<file path="src/rtl/twostep_wdt_pkg.sv">
package twostep_wdt_pkg;
    typedef enum logic {RUN_OFF = 1'b0, RUN_ON = 1'b1} run_state_t;
    typedef enum logic {WIN_SHUT = 1'b0, WIN_OPEN = 1'b1} win_state_t;
endpackage

</file>
<file path="src/rtl/twostep_wdt_presc.sv">
module twostep_wdt_presc #(
    parameter int DIV_FAST = 24,
    parameter int DIV_SLOW = 384
) (
    input  logic clk,
    input  logic rst_n,
    input  logic run,
    input  logic restart,
    input  logic slow,
    output logic tick
);
    localparam int PW = $clog2(DIV_SLOW);
    localparam logic [PW-1:0] LIM_FAST = PW'(DIV_FAST - 1);
    localparam logic [PW-1:0] LIM_SLOW = PW'(DIV_SLOW - 1);

    logic [PW-1:0] pre_q;
    logic [PW-1:0] limit;

    assign limit = slow ? LIM_SLOW : LIM_FAST;
    // >= keeps a rate change mid-period from overshooting the shorter limit
    assign tick  = run && !restart && (pre_q >= limit);

    always_ff @(posedge clk) begin
        if (!rst_n) begin
            pre_q <= '0;
        end else if (restart || !run || tick) begin
            pre_q <= '0;
        end else begin
            pre_q <= pre_q + 1'b1;
        end
    end
endmodule

</file>
<file path="src/rtl/twostep_wdt_window.sv">
module twostep_wdt_window
    import twostep_wdt_pkg::*;
#(
    parameter int WIN = 12
) (
    input  logic                       clk,
    input  logic                       rst_n,
    input  logic                       arm_wr,
    input  logic                       consume,
    output logic                       armed,
    output logic [$clog2(WIN+1)-1:0]   left
);
    localparam int LW = $clog2(WIN + 1);

    win_state_t      st_q, st_nxt;
    logic [LW-1:0]   left_q, left_nxt;

    always_comb begin
        st_nxt   = st_q;
        left_nxt = left_q;
        unique case (st_q)
            WIN_SHUT: begin
                if (arm_wr) begin
                    st_nxt   = WIN_OPEN;
                    left_nxt = LW'(WIN);
                end
            end
            WIN_OPEN: begin
                if (arm_wr) begin
                    left_nxt = LW'(WIN);
                end else if (consume || left_q == LW'(1)) begin
                    st_nxt   = WIN_SHUT;
                    left_nxt = '0;
                end else begin
                    left_nxt = left_q - 1'b1;
                end
            end
        endcase
    end

    always_ff @(posedge clk) begin
        if (!rst_n) begin
            st_q   <= WIN_SHUT;
            left_q <= '0;
        end else begin
            st_q   <= st_nxt;
            left_q <= left_nxt;
        end
    end

    assign armed = (st_q == WIN_OPEN);
    assign left  = left_q;
endmodule

</file>
<file path="src/rtl/twostep_wdt.sv">
module twostep_wdt
    import twostep_wdt_pkg::*;
#(
    parameter int          CNT_W    = 16,
    parameter int          RLD_W    = 8,
    parameter int          DIV_FAST = 24,
    parameter int          DIV_SLOW = 384,
    parameter int          WIN      = 12,
    parameter logic [15:0] TERM     = 16'h7CFF
) (
    input  logic             clk,
    input  logic             rst_n,
    input  logic             arm_wr,
    input  logic             start_wr,
    input  logic             reload_wr,
    input  logic [RLD_W-1:0] reload_wdata,
    output logic [RLD_W-1:0] reload_rdata,
    output logic             timeout_flag,
    output logic             reset_req
);
    localparam int LOW_W = CNT_W - RLD_W;
    localparam int LW    = $clog2(WIN + 1);

    run_state_t        run_q, run_nxt;
    logic [CNT_W-1:0]  count_q;
    logic [RLD_W-1:0]  reload_q;
    logic              armed;
    logic              refresh;
    logic              restart;
    logic              tick;
    logic              running;
    logic [LW-1:0]     win_left;

    assign running = (run_q == RUN_ON);
    assign refresh = start_wr && armed;
    assign restart = refresh || (start_wr && !running);

    twostep_wdt_window #(.WIN(WIN)) u_win (
        .clk     (clk),
        .rst_n   (rst_n),
        .arm_wr  (arm_wr),
        .consume (refresh),
        .armed   (armed),
        .left    (win_left)
    );

    twostep_wdt_presc #(.DIV_FAST(DIV_FAST), .DIV_SLOW(DIV_SLOW)) u_presc (
        .clk     (clk),
        .rst_n   (rst_n),
        .run     (running),
        .restart (restart),
        .slow    (reload_q[RLD_W-1]),
        .tick    (tick)
    );

    // run control: next state
    always_comb begin
        run_nxt = run_q;
        unique case (run_q)
            RUN_OFF: if (start_wr) run_nxt = RUN_ON;
            RUN_ON:  run_nxt = RUN_ON;
        endcase
    end

    // run control: state register
    always_ff @(posedge clk) begin
        if (!rst_n) run_q <= RUN_OFF;
        else        run_q <= run_nxt;
    end

    always_ff @(posedge clk) begin
        if (!rst_n) begin
            count_q <= '0;
        end else if (refresh) begin
            count_q <= {1'b0, reload_q[RLD_W-2:0], {LOW_W{1'b0}}};
        end else if (tick) begin
            count_q <= count_q + 1'b1;
        end
    end

    always_ff @(posedge clk) begin
        if (!rst_n)         reload_q <= '0;
        else if (reload_wr) reload_q <= reload_wdata;
    end

    // outputs
    always_comb begin
        reload_rdata = reload_q;
        timeout_flag = 1'b0;
        reset_req    = 1'b0;
        unique case (run_q)
            RUN_OFF: ;
            RUN_ON: begin
                timeout_flag = (count_q == TERM[CNT_W-1:0]);
                reset_req    = (count_q == TERM[CNT_W-1:0]);
            end
        endcase
    end
endmodule

</file>
<file path="config.mk">
export PLATFORM = sky130hd
export DESIGN_NAME = twostep_wdt
export DESIGN_NICKNAME = d
export VERILOG_FILES = /design/src/rtl/twostep_wdt_pkg.sv /design/src/rtl/twostep_wdt_presc.sv /design/src/rtl/twostep_wdt_window.sv /design/src/rtl/twostep_wdt.sv
export SDC_FILE = /design/constraint.sdc
export NUM_CORES = 1
export LEC_CHECK = 0
export ABC_CLOCK_PERIOD_IN_PS = 2600
export BUFFER_PORTS_ARGS = -buffer_cell sky130_fd_sc_hd__buf_4
export CELL_PAD_IN_SITES_DETAIL_PLACEMENT = 0
export CELL_PAD_IN_SITES_GLOBAL_PLACEMENT = 2
export CORE_ASPECT_RATIO = 1.5
export CORE_MARGIN = 3
export CORE_UTILIZATION = 35
export CTS_CLUSTER_SIZE = 12
export DETAILED_ROUTE_END_ITERATION = 8
export PLACE_DENSITY = 0.86
export SYNTH_ARGS = -nofsm -noshare
export SYNTH_HDL_FRONTEND = slang
export SYNTH_SLANG_ARGS = --single-unit
</file>
<file path="constraint.sdc">
create_clock -name clk -period 2.6 [get_ports clk]
set_input_delay 0.52 -clock clk [delete_from_list [all_inputs] [get_ports clk]]
set_output_delay 0.52 -clock clk [all_outputs]
set_load 0.005 [all_outputs]
</file>
=== Yosys cells after proc, flatten, opt, wreduce, memory -nomap -nowiden ===
Index checks and enable logic that the tools add are counted.

* Register bits after elaboration: 39
* Input port bits: 13
* Output and inout bits: 10
* Logic and storage cells: 44

* $add $sub $neg: 3
* Magnitude comparators: 1
* Eq/ne operators: 3
* Muxes and demuxes: 14
* Bitwise operators: 3
* Reduce and logical (&&, ||, !) cells: 13

{| class="wikitable"
|+ Operators with widths
! operator !! number
|-
| two-way mux 15 bit || 2
|-
| adder 16 x 1 -> 16 bit (second input constant) || 1
|-
| == test 16 x 15 -> 1 bit (second input constant) || 1
|-
| two-way mux 4 bit || 3
|-
| adder 9 x 1 -> 9 bit (second input constant) || 1
|-
| >= comparator 9 bit || 1
|-
| two-way mux 9 bit || 1
|-
| one-hot mux 4 bit (2 select lines) || 1
|-
| two-way mux 1 bit || 5
|-
| == test 4 x 1 -> 1 bit (second input constant) || 1
|-
| logical AND 1 bit || 4
|-
| logical OR 1 bit || 4
|-
| one-hot mux 1 bit (2 select lines) || 2
|-
| OR reduction 2 bit || 2
|-
| subtractor 4 x 1 -> 4 bit (second input constant) || 1
|-
| NOT 1 bit || 3
|-
| logical NOT 1 bit || 2
|-
| != test 2 bit (second input constant) || 1
|-
| nonzero test 2 bit || 1
|}

=== Longest topological paths before layout ===
Gate-level depths: netlist of run 1.

* Depth in word-level cells: 8
* Gate-level depth with buffers: 9
* Gate-level depth less buffers: 7

=== By module ===
Synthesis of run 1 repeated with hierarchy kept, for this count alone.

* Cell total of the unflattened synthesis: 206
* Area total of the unflattened synthesis: 1944.4 µm²

{| class="wikitable"
|+ Modules (own cells, without submodules)
! module !! instances !! cells each !! area each (µm²) !! seq. area each (µm²)
|-
| twostep_wdt || 1 || 124 || 1178.6 || 500.5
|-
| twostep_wdt_presc || 1 || 52 || 499.2 || 180.2
|-
| twostep_wdt_window || 1 || 30 || 266.5 || 100.1
|}

=== Least setup slack after synthesis of run 1 ===
OpenSTA, ideal clock, no wires.

* Path type: register to output
* From: register count_q[0]
* To: output timeout_flag
* Arrival time: 1.479 ns
* Required time: 2.080 ns
* Slack: 0.601 ns
* Cell stages (with the launch flop): 6
* Buffers on the path: 1
* Cell sequence: dfxtp_1 -> ha_1 -> nand2_1 -> or4_1 -> nor3_1 -> buf_4

* Longest elaborated chain between the ends: 2

{| class="wikitable"
|+ Ends and longest elaborated chain
! element !! line !! source
|-
| start, declared || twostep_wdt.sv:25 || <nowiki>logic [CNT_W-1:0] count_q;</nowiki>
|-
| start signal, assigned || twostep_wdt.sv:75 || <nowiki>count_q <= {1'b0, reload_q[RLD_W-2:0], {LOW_W{1'b0}}};</nowiki>
|-
| start signal, assigned || twostep_wdt.sv:77 || <nowiki>count_q <= count_q + 1'b1;</nowiki>
|-
| == test 16 x 15 -> 1 bit || -- ||
|-
| two-way mux 1 bit || -- ||
|-
| end, declared || twostep_wdt.sv:18 || <nowiki>output logic timeout_flag,</nowiki>
|}

Every way passes these cells.

=== Worst setup path after layout of run 1 ===
* From: register count_q[0]
* To: output timeout_flag

* Longest elaborated chain between the ends: 2

{| class="wikitable"
|+ Ends and longest elaborated chain
! element !! line !! source
|-
| == test 16 x 15 -> 1 bit || twostep_wdt.sv:94 || <nowiki>timeout_flag = (count_q == TERM[CNT_W-1:0]);</nowiki>
|-
| two-way mux 1 bit || twostep_wdt.sv:91 || <nowiki>unique case (run_q)</nowiki>
|}

Every way passes these cells.

==> impl_metrics.yaml, run 1 <==
power_and_ir_drop:
  peakVddDrop_mv: 0.308
  powerDensity_mw_per_mm2: 543
  switching_share_pct: 22.9
  power_mw: 1.23
  clock_power_share_pct: 40.4
  p_seq_share_pct: 52.0
  p_int_mw: 0.947
  leakagePower_nw: 0.816
  switchingPower_mw: 0.280
  combPwrFrac_pct: 7.6
critical_path:
  r2r_slack_ps: 440
  critPathArrivalTime_ps: 1850
  worst_path_largest_cell_delay_ps: 430
  crit_type: "reg -> out"
  path_max_fanout: 7
  critPathLaunchType: "register"
  setup.worst_path.start: "count_q[0]"
  r2r_end: "u_presc.pre_q[4]"
  cp_cell_sequence: "ha_1 -> nand2_1 -> or4_1 -> nor3_2 -> buf_4"
  worstSetupEndpoint: "timeout_flag"
  crit_required_ps: 2080
  end_kind: "output pin"
  rr_worst_depth: 8
  r2r-start: "reload_rdata[7]"
  crit_slowest_cell: "or4_1"
grt:
  grt_pass1_wl_mm: 7.04
  grt-ovfl-total: 0
  track_usage_pct: 13.7
  grt_pass1_vias: 1581
  grt_max_degree: 31
  antenna_found_initial: 0
die:
  die-area_mm2: 0.00648
  io_pins: 23
  coreArea_mm2: 0.00525
  num_rows: 32
  die_w_um: 66.7
  die_height_um: 97.1
  start_util_pct: 36.9
clock_network:
  cts.sink_count: 39
  cts_tree: "yes"
  clockBufferDepth: 2
  clockRootBuffer: "clkbuf_8"
  worstSkewPairLatency_ps: 290
  h-tree-depth: 2
  post-cts-setup-buffer-count: 0
  cts_buffers: 5
  clk_pin_slew_ps: 80
sta:
  setup_tns_ps: 0
  hold_viol: 0
  rsz0062_at_grt: "no"
  clock_skew_ps: 9.16
  max_freq_mhz: 421
  fin_crit_ps: 2370
  setup_viol: 0
  fin_crit_sh_pct: 91.3
  finalMaxSlewViolations: 0
  slew_headroom_pct: 61.7
  tightest_slew_ps: 568
placement:
  routabilityCongestion: 0.775
  numPortBuffers: 22
  dp.cells: 302
  place_hpwl_mm: 2.94
routing:
  num_vias: 1627
  drt_pass1_iterations: 4
  drt-initial-drc-count: 39
  drc: 0
  vias_per_cell: 5.27
  postRouteAntennaNets: 0
  wl_mm: 4.04
  wl_per_cell_um: 13.1
finish:
  instances_no_fill: 309
  final.fill_count: 546
  layout.cells.most_common: "dfxtp_1"
  antenna_cells: 0
  final_cell_mix: "39 x dfxtp_1, 25 x buf_4, 17 x nand2_1"
  nets: 262
  drive_gt1_share_pct: 14.1
  area_delta_synth_final_pct: 16.8
logic_synthesis:
  syn_area_mm2: 0.00194
  ys_top_cells_by_area: "dfxtp_1 40%, mux2i_1 5.7%, ha_1 5.2%"
  avgSynthCellArea_um2: 8.76
  netlist.area_leader.share_pct: 40.3
  ys_seq_area_share_pct: 40.3
  yosys.cell_types.count: 39
  yosys_warnings: 0
  synthesis.nets: 242
  synth_area_leader_cell: "dfxtp_1"
  postSynthCellCount: 221
  ys_ff_latch: 39
outcome:
  outcome: "completed"
min_path:
  hp-start: "arm_wr"
  hold_class: "in -> reg"
flow_run:
  max-cap-violations: 0
-- worst max-delay path: cells and delay by family, from the launching register on --
family,cells,cell delay (ps)
simple gates,3,720
buf+inv,1,140
flops,1,420
fa+ha+maj,1,280
-- what timing repair did --
| item | in CTS | in global routing |
|---|---|---|
| endpoints found under the setup margin | 0 | 2 |
| resized for setup | 0 | 1 |
| hold buffers | 0 | 0 |
-- Yosys cell counts --
cell type,number
o21a_1,2
nor3b_1,1
or3_1,4
a211oi_1,1
ha_1,8
mux2_2,1
a21o_1,1
a221oi_1,1
nor4_1,4
dfxtp_1,39
o311ai_0,1
and4_1,3
nor2_1,13
nand3b_1,2
o21ai_0,13
inv_1,7
or4_1,10
mux2i_1,11
nand2b_1,3
clkbuf_1,7
a31oi_1,7
buf_4,3
o22ai_1,1
nor2b_1,9
xor2_1,3
a211o_1,1
nand2_1,17
and2_1,2
nor3_1,2
a21oi_1,9
xnor2_1,4
buf_2,2
and3_1,2
o31a_1,1
nand4_1,3
o31ai_1,9
o311a_1,1
nand3_1,12
and3b_1,1
-- power by group through the flow --
stage | Combinational (mW) | Clock (mW) | Sequential [mW]
6_report | 0.0937 | 0.495 | 0.638
5_1_grt | 0.108 | 0.536 | 0.642
4_1_cts | 0.0961 | 0.515 | 0.638
3_5_place_dp | 0.0956 | 0 | 0.652
3_3_place_gp | 0.0947 | 0 | 0.652
2_1_floorplan | 0.0586 | 0 | 0.647
-- worst min-delay path by stage --
stage                                   to  slack, ps  depth (start not counted)
after floorplan           u_presc.pre_q[0]        430                          1
after global placement    u_presc.pre_q[0]        450                          1
after detailed placement  u_presc.pre_q[0]        460                          1
after CTS                    u_win.left[0]        410                          2
after global routing         u_win.left[0]        410                          2
final                        u_win.left[0]        420                          2
-- cell families after synthesis --
kind of cell / share of synthesized area, %
DFF: 40.3
AOI/OAI and AO/OA: 15.6
adders and majority gates: 5.17
muxes: 6.27
xor gates and xnor gates: 3.17
and+or+nand+nor: 25.0
buffers and inverters: 4.40
-- metal layers --
metal,vias to the layer above,track usage [%],routed length (um)
met5,-,0,0
met4,0,5.48,68
met3,8,3.47,131
met2,26,23.3,2050
met1,747,16.0,1790
li1,846,-,-
-- state kept, by name (all words and copies together), names as in the netlist --
name / count
count_q: 16
reload_rdata: 8
run_q: 1
u_presc.pre_q: 9
u_win.armed: 1
u_win.left: 4
-- area by class of cell --
type | instances | area (um^2) | area share [%]
Multi-Input combinational cell | 163 | 1070 | 47.5
Inverter | 7 | 26.3 | 1.16
Timing Repair Buffer | 25 | 188 | 8.30
Clock inverter | 2 | 37.5 | 1.66
Sequential cell | 39 | 781 | 34.5
Tap cell | 68 | 85.1 | 3.76
Clock buffer | 5 | 68.8 | 3.04
-- through the flow --
| stage | hold slack (ps) | util [%] | worst slack [ps] | instance area [um^2] |
|---|---|---|---|---|
| finish | 416 | 43.1 | 227 | 2260 |
| global route | 413 | 43.1 | 84.2 | 2260 |
| detailed placement | 458 | 41.0 | 416 | 2150 |
| CTS | 406 | 43.0 | 86.8 | 2260 |
| floorplan | 430 | - | 601 | 1940 |
| global placement | 447 | 41.0 | 481 | 2150 |
(Power assumes the default switching activity.)
==> run 2, diff against run 1 <==
--- a/config.mk
+++ b/config.mk
@@ -10,7 +10,6 @@
 export CELL_PAD_IN_SITES_DETAIL_PLACEMENT = 0
 export CELL_PAD_IN_SITES_GLOBAL_PLACEMENT = 2
 export CORE_ASPECT_RATIO = 1.5
-export CORE_MARGIN = 3
 export CORE_UTILIZATION = 35
 export CTS_CLUSTER_SIZE = 12
 export DETAILED_ROUTE_END_ITERATION = 8
==> impl_metrics.yaml, run 2 (synthesized netlist as in run 1, its figures left out) <==
routing:
  drt-initial-drc-count: 82
  wl_mm: 3.99
  drt_pass1_iterations: 4
  postRouteAntennaNets: 0
  drc: 0
  num_vias: 1648
  wl_per_cell_um: 12.9
  vias_per_cell: 5.32
clock_network:
  post_cts_resized: 0
  h-tree-depth: 2
  postCtsHoldBufs: 0
  clk_pin_slew_ps: 80
  post-cts-setup-buffer-count: 0
  clockRootBuffer: "clkbuf_8"
  clockBufferDepth: 2
  cts_tree: "yes"
  cts_buffers: 5
  cts.sink_count: 39
  worstSkewPairLatency_ps: 290
finish:
  area_delta_synth_final_pct: 17.4
  final.fill_count: 527
  fin_util_pct: 43.3
  final_cell_mix: "39 x dfxtp_1, 25 x buf_4, 17 x nand2_1"
  largest_reg_flops: 16
  nets: 262
  ff_latch_area_um2: 781
  max_flop_register: "count_q"
  multi_input_area_mm2: 0.00107
  antenna_cells: 0
  layout.cells.most_common: "dfxtp_1"
  drive_gt1_share_pct: 14.5
die:
  num_rows: 32
  coreArea_mm2: 0.00525
  die_w_um: 62.7
  die-area_mm2: 0.00584
  io_pins: 23
  start_util_pct: 36.9
  die_height_um: 93.1
critical_path:
  setup.worst_path.start: "count_q[0]"
  worstSetupEndpoint: "timeout_flag"
  critPathArrivalTime_ps: 1870
  r2r_slack_ps: 460
  rr_worst_depth: 8
  crit_type: "reg -> out"
  r2r-start: "reload_rdata[7]"
  path_max_fanout: 7
  r2r_end: "u_presc.pre_q[8]"
  end_kind: "output pin"
  critPathLaunchType: "register"
  crit_required_ps: 2080
power_and_ir_drop:
  leakagePower_nw: 0.827
  peakVddDrop_mv: 0.335
  powerDensity_mw_per_mm2: 552
placement:
  dp_slack_ps: 383
  routabilityCongestion: 0.732
  numPortBuffers: 22
  place_hpwl_mm: 2.85
sta:
  clock_skew_ps: 5.89
  setup_tns_ps: 0
  fin_crit_sh_pct: 92.1
  setup_viol: 0
  layout_setup_ws_ps: 206
  finalMaxSlewViolations: 0
  rsz0062_at_grt: "no"
  tightest_slew_ps: 632
  slew_headroom_pct: 57.4
  fin_crit_ps: 2390
  max_freq_mhz: 418
  hold_viol: 0
grt:
  grt_pass1_wl_mm: 7.13
  top_usage_layer: "met2"
  use_met1_pct: 18.3
  grt.met2_usage_pct: 26.5
  track_usage_pct: 15.5
  grt_pass1_vias: 1519
  grt.met3_usage_pct: 3.66
  grt-ovfl-total: 0
  grt_max_degree: 31
  antenna_found_initial: 0
outcome:
  outcome: "completed"
min_path:
  hold_class: "in -> reg"
flow_run:
  max-cap-violations: 0
## run 2: cell types whose count changed in the layout (fill, tap and decap cells not counted), sizes merged
cell      delta
clkinv       +1
clkinvlp     -1
clkbuf       +1
## run 2: worst max-delay path, cell delays in order (launching register included)
cell and delay, ps:
dfxtp_1 430, ha_1 270, nand2_1 120, or4_1 430, nor3_2 190, buf_4 150
## run 2: cell type report
cell class              instances  area share (%)
multi-input cells             163            47.3
flip-flops and latches         39            34.4
repair buffers                 25            8.26
well taps                      68            3.74
clock buffers                   6            3.63
clock inverters                 2            1.54
inverters                       7            1.16
## run 2: routing by layer
metal,part of all wire [%],vias to the layer above
li1,-,847
met1,45,774
met2,51,21
met3,2.8,6
met4,1.6,0
met5,0,-
## run 2: where the power goes
part	total, mW	internal, mW	switching (mW)
Combinational	0.0939	0.0488	0.0451
Sequential	0.638	0.617	0.0210
Clock	0.522	0.311	0.212
Total	1.25	0.977	0.278
## run 2: how the worst min path moves through the flow
stage	from	to	slack (ps)	cells past startpoint
3_5_place_dp	u_presc.pre_q[0]	u_presc.pre_q[0]	460	1
4_1_cts	arm_wr	u_win.left[0]	420	2
6_report	arm_wr	u_win.left[0]	420	2
3_3_place_gp	u_presc.pre_q[0]	u_presc.pre_q[0]	450	1
2_1_floorplan	u_presc.pre_q[0]	u_presc.pre_q[0]	430	1
5_1_grt	arm_wr	u_win.left[0]	420	2
## run 2: per-stage QoR
| step | instance area (um^2) | cells | hold WS (ps) | total power, mW |
|---|---|---|---|---|
| after floorplan | 1940 | 221 | 430 | 0.706 |
| after global placement | 2150 | 302 | 449 | 0.747 |
| after detailed placement | 2150 | 302 | 457 | 0.748 |
| after CTS | 2270 | 310 | 416 | 1.27 |
| after global routing | 2270 | 310 | 420 | 1.31 |
| final | 2270 | 310 | 421 | 1.25 |
